==> src/rtl/rx_pkt_framer.sv <==
module rx_pkt_framer #(
  parameter int SYNC_BYTES = 4,
  parameter int LEN_W      = 8
) (
  input  logic                  clk,
  input  logic                  rst_n,
  input  logic                  bit_valid,
  input  logic                  bit_in,
  input  logic [1:0]            cfg_sync_len,
  input  logic [SYNC_BYTES*8-1:0] cfg_sync_word,
  input  logic                  cfg_var_len,
  input  logic [LEN_W-1:0]      cfg_payload_len,
  input  logic                  cfg_addr_en,
  input  logic [7:0]            cfg_node_addr,
  input  logic                  cfg_crc_en,
  input  logic                  cfg_crc_keep,
  output logic                  fifo_we,
  output logic [7:0]            fifo_wdata,
  output logic                  fifo_clr,
  output logic                  payload_ready,
  output logic                  crc_ok
);
  localparam int SYNC_W = SYNC_BYTES * 8;
  localparam int CNT_W  = $clog2(SYNC_W + 1);

  typedef enum logic [2:0] {S_SYNC, S_LEN, S_BODY, S_CRC_HI, S_CRC_LO} state_t;

  state_t            state;
  logic [SYNC_W-1:0] sync_sh, sync_mask;
  logic [CNT_W-1:0]  sync_cnt;
  logic [2:0]        bit_cnt;
  logic [7:0]        byte_sh, crc_hi;
  logic [LEN_W-1:0]  remain;
  logic              first_body, written;
  logic [15:0]       crc;

  function automatic logic [15:0] crc_step(input logic [15:0] c, input logic [7:0] d);
    logic [15:0] r;
    logic        fb;
    r = c;
    for (int i = 7; i >= 0; i--) begin
      fb = r[15] ^ d[i];
      r  = {r[14:0], 1'b0} ^ (fb ? 16'h1021 : 16'h0000);
    end
    return r;
  endfunction

  always_comb
    for (int i = 0; i < SYNC_W; i++)
      sync_mask[i] = (i < (int'(cfg_sync_len) + 1) * 8);

  wire [SYNC_W-1:0] sync_nx  = {sync_sh[SYNC_W-2:0], bit_in};
  wire [CNT_W-1:0]  cnt_nx   = (int'(sync_cnt) >= SYNC_W) ? sync_cnt : sync_cnt + 1'b1;
  wire              sync_hit = (((sync_nx ^ cfg_sync_word) & sync_mask) == '0) &&
                               (int'(cnt_nx) >= (int'(cfg_sync_len) + 1) * 8);
  wire [7:0]        rx_byte  = {byte_sh[6:0], bit_in};
  wire              byte_done = bit_valid && (state != S_SYNC) && (bit_cnt == 3'd7);
  wire              addr_bad = first_body && cfg_addr_en && (rx_byte != cfg_node_addr);
  wire              crc_good = ({crc_hi, rx_byte} == ~crc);

  always_ff @(posedge clk) begin
    if (!rst_n) begin
      state         <= S_SYNC;
      sync_sh       <= '0;
      sync_cnt      <= '0;
      bit_cnt       <= '0;
      byte_sh       <= '0;
      crc_hi        <= '0;
      remain        <= '0;
      first_body    <= 1'b0;
      written       <= 1'b0;
      crc           <= 16'hFFFF;
      fifo_we       <= 1'b0;
      fifo_wdata    <= '0;
      fifo_clr      <= 1'b0;
      payload_ready <= 1'b0;
      crc_ok        <= 1'b0;
    end else begin
      fifo_we       <= 1'b0;
      fifo_clr      <= 1'b0;
      payload_ready <= 1'b0;
      if (state == S_SYNC) begin
        if (bit_valid) begin
          sync_sh  <= sync_nx;
          sync_cnt <= cnt_nx;
          if (sync_hit) begin
            sync_cnt   <= '0;
            bit_cnt    <= '0;
            crc        <= 16'hFFFF;
            first_body <= 1'b1;
            written    <= 1'b0;
            remain     <= cfg_payload_len;
            if (cfg_var_len)             state <= S_LEN;
            else if (cfg_payload_len != '0) state <= S_BODY;
          end
        end
      end else if (bit_valid) begin
        bit_cnt <= bit_cnt + 3'd1;
        byte_sh <= rx_byte;
        if (byte_done) begin
          case (state)
            S_LEN: begin
              if (rx_byte == 8'd0 || LEN_W'(rx_byte) > cfg_payload_len) begin
                state <= S_SYNC;
              end else begin
                fifo_we    <= 1'b1;
                fifo_wdata <= rx_byte;
                crc        <= crc_step(crc, rx_byte);
                remain     <= LEN_W'(rx_byte);
                written    <= 1'b1;
                state      <= S_BODY;
              end
            end
            S_BODY: begin
              if (addr_bad) begin
                fifo_clr <= written;
                state    <= S_SYNC;
              end else begin
                fifo_we    <= 1'b1;
                fifo_wdata <= rx_byte;
                crc        <= crc_step(crc, rx_byte);
                first_body <= 1'b0;
                written    <= 1'b1;
                remain     <= remain - 1'b1;
                if (remain == LEN_W'(1)) begin
                  if (cfg_crc_en) begin
                    state <= S_CRC_HI;
                  end else begin
                    payload_ready <= 1'b1;
                    crc_ok        <= 1'b0;
                    state         <= S_SYNC;
                  end
                end
              end
            end
            S_CRC_HI: begin
              crc_hi <= rx_byte;
              state  <= S_CRC_LO;
            end
            S_CRC_LO: begin
              crc_ok <= crc_good;
              if (crc_good || cfg_crc_keep) payload_ready <= 1'b1;
              else                          fifo_clr      <= 1'b1;
              state <= S_SYNC;
            end
            default: state <= S_SYNC;
          endcase
        end
      end
    end
  end
endmodule


==> config.mk <==
export PLATFORM = sky130hd
export DESIGN_NAME = rx_pkt_framer
export DESIGN_NICKNAME = d
export VERILOG_FILES = /design/src/rtl/rx_pkt_framer.sv
export SDC_FILE = /design/constraint.sdc
export NUM_CORES = 1
export LEC_CHECK = 0
export ABC_AREA = 1
export BUFFER_PORTS_ARGS = -buffer_cell sky130_fd_sc_hd__clkbuf_2
export CELL_PAD_IN_SITES_DETAIL_PLACEMENT = 1
export CELL_PAD_IN_SITES_GLOBAL_PLACEMENT = 2
export CORE_MARGIN = 2
export CORE_UTILIZATION = 35
export DETAILED_ROUTE_END_ITERATION = 10
export GPL_TIMING_DRIVEN = 0
export PLACE_DENSITY_LB_ADDON = 0.08
export SLEW_MARGIN = 25
export SYNTH_ARGS = -nofsm -noshare
export SYNTH_HDL_FRONTEND = slang
export SYNTH_SLANG_ARGS = --single-unit
==> constraint.sdc <==
create_clock -name clk -period 3.5 [get_ports clk]
set_input_delay 0.175 -clock clk [delete_from_list [all_inputs] [get_ports clk]]
set_output_delay 0.175 -clock clk [all_outputs]
set_load 0.005 [all_outputs]
==> impl_results.md <==
* Global-route wire length before repair at 30700 µm
* Yosys top cell area share at 33.7%
* CP max FO at 10
* Count of pins over their slew limit at 0
* Reg clk slew, reported paths at 0.07 ns
* Deepest clock path buffer count at 2
* Post-Syn Area per Cell at 6.64 µm²
* CP required at 3.73 ns
* I/O pins at 70
* Status: finished clean
* EDFF count, synth at 0
* Critical path's slowest cell: dfxtp_1
* Iteration-0 DRC Markers at 300
* Syn nets at 937
* Vias in the first global route at 6257
* Max-Cap Viols at 0
* Cells after Synth at 859
* Top cell type by total area after synthesis: dfxtp_1
* Final ANT Viol Nets at 0
* Initial Util at 35.9%
* DRC at 0
* Place WS at 0.696 ns
* Rel. slew slack at 53.9%
* Total grt overflow at 0
* GRT Resource Usage Total at 22.2%
* Die Wd at 132 µm
* Post-CTS setup repair buffer count at 0
* # clock sinks at 96
* Fin Clk Skew at 0.00834 ns
* CTS Hold Buffers Added at 0
* Final TNS setup at 0 ns
* Final hold violation count at 0
* Die Footprint at 17300 µm²
* Worst-Margin Slew at 0.692 ns
* Die Y-Extent at 132 µm
* First-pass DRT Iterations at 4
* Vias per cell at 5.01
* Placer's final routability congestion estimate at 0.822
* Worst Setup Path Type: reg -> reg
* Via count at 5800
* Area Growth Syn to Fin at 15.6%
* CORE AREA at 15900 µm²
* RSZ-0062 raised after global routing: false
* Final period util at 78.2%
* # fillers at 2120
* Cell chosen for the clock root: clkbuf_16
* WL final at 18700 µm
* CP arrival at 2.96 ns
* Largest net degree at the start of global routing at 17
* Sequential element share of the synthesized area at 33.7%
* Pwr dens at 461 nW/µm²
* Yosys Warn Count at 0
* Cell breakdown of the critical path: ha_1 > nand4_1 > xnor2_1 > ha_1 > nand2_1 > nor2_1 > a211oi_1 > nand2_1 > nand3_1 > nand2_2 > nand3_4 > inv_4 > buf_4 > nand2_1 > nand3_1
* Worst-Skew Late Latency at 0.36 ns
* Nets@finish at 1015
* Area contributors post-synth: dfxtp_1 34%, nand2_1 14%, nand3_1 6.8%, inv_1 6.2%, a21oi_1 5.7%
* N_diodes at 0
* Post-synth top flop: dfxtp_1
* Row cnt at 46
* Leakage at 3.09 nW
* Max stage delay on crit path at 0.40 ns
* Startpoint Class: flop
* Htree depth at 3
* FMAX at 366 MHz
* Setup violators final at 0
* VDD IR max at 0.000270 V
* Crit end category: flop
* Post-synth ARST share at 0%
* Final setup margin at 0.764 ns
* Input/output buffers at 67
* Wirelength per Cell at 16.2 µm
* Dpl cells at 1142
* CTS tree: built
* Worst hold slack at 0.127 ns
* Cell mode on critical path: nand2_1
* Post-cts resize count at 0
* TritonCTS buffer count at 9
* Post-layout min period at 2.74 ns
* Synthesized flop and latch total at 96
* Share of layout cells above drive strength 1 at 13.4%
* Netlist Area Pre-Place at 5700 µm²
* Yosys cell types at 36
* Detailed Place HPWL at 14500 µm
* Type of the tightest min-delay check: in -> reg
* CP delay by family, top: simple AND/OR/NAND/NOR gates
* WP buf/inv at 2
* Initial antenna violation count at 0
* Post-Layout Cell Count at 1158
## per-stage QoR
step | util (%) | area [µm²] | total power, mW
6_report | 41.5 | 6590 | 3.04
4_1_cts | 41.5 | 6590 | 3.07
2_1_floorplan | - | 5700 | 1.83
3_5_place_dp | 39.7 | 6310 | 2.09
3_3_place_gp | 39.7 | 6310 | 2.05
5_1_grt | 41.5 | 6590 | 3.22
## cells in the final DEF, fill, tap and decap left out, types with 4 or more instances in the layout
cell	n
nand2_1	211
dfxtp_1	96
inv_1	94
nor2_1	79
nand3_1	77
clkbuf_2	67
a21oi_1	65
o21ai_0	58
xnor2_1	28
nand4_1	20
clkbuf_1	20
ha_1	20
xor2_1	17
buf_2	12
or2_2	11
clkbuf_16	9
nand2_2	6
inv_2	4
nor4_1	4
or2_1	4
## synthesized netlist by cell type (all sizes together), types with 17 or more instances
master	n
clkbuf	19
ha	20
nand3	79
nor2	82
or2	18
a21oi	65
xor2	17
buf	18
nand2	217
inv	100
dfxtp	96
xnor2	28
nand4	20
o21ai	58
## worst paths after layout
check	from	to	slack (ns)	cells past startpoint
setup reg to reg	sync_cnt[0]	crc[13]	0.76	15
setup / recovery	sync_cnt[0]	crc[13]	0.76	15
hold / removal	cfg_crc_en	payload_ready	0.13	4
hold reg to reg	fifo_wdata[0]	fifo_wdata[0]	0.47	2
## cell families after synthesis
kind of cell | Yosys count | share of synthesized area, %
and+or+nand+nor | 426 | 33.1
xor gates and xnor gates | 45 | 6.91
DFF | 96 | 33.7
AOI/OAI and AO/OA | 133 | 12.0
adders and majority gates | 20 | 4.39
buffers and inverters | 139 | 9.83
## sequential cells by signal (all words and copies together), names as in the netlist
name / cells
state: 3
fifo_we: 1
bit_cnt: 3
fifo_clr: 1
payload_ready: 1
first_body: 1
crc_hi: 8
crc_ok: 1
byte_sh: 7
written: 1
sync_sh: 31
remain: 8
crc: 16
sync_cnt: 6
fifo_wdata: 8
## layer usage
layer  track usage (%)  wire (µm)  up-vias
met5                 0          0        -
met4              9.72        598        0
met3              3.86        648       39
met2              40.0       9410       95
met1              25.6       8060     2751
li1                  -          -     2915
## power breakdown
part           total [mW]  switching [mW]  leakage [nW]  internal [mW]
sequential           1.25          0.0725         0.784           1.18
combinational       0.810           0.521          2.17          0.289
clock               0.978           0.470         0.137          0.508
total                3.04            1.06          3.09           1.97
## area by class of cell
cell class | count | area (µm²) | share of cell area, %
flip-flops and latches | 96 | 1920 | 29.2
well taps | 216 | 270 | 4.10
plain buffers | 37 | 173 | 2.62
inverters | 102 | 388 | 5.88
repair buffers | 67 | 335 | 5.09
clock buffers | 11 | 243 | 3.68
clock inverters | 5 | 38.8 | 0.588
multi-input cells | 624 | 3220 | 48.9
## worst min-delay path: stages
cell and delay, ns:
clkbuf_2 0.07, inv_1 0.04, nand4_1 0.09, a21oi_1 0.06
Power figures use the tool's default switching activity.
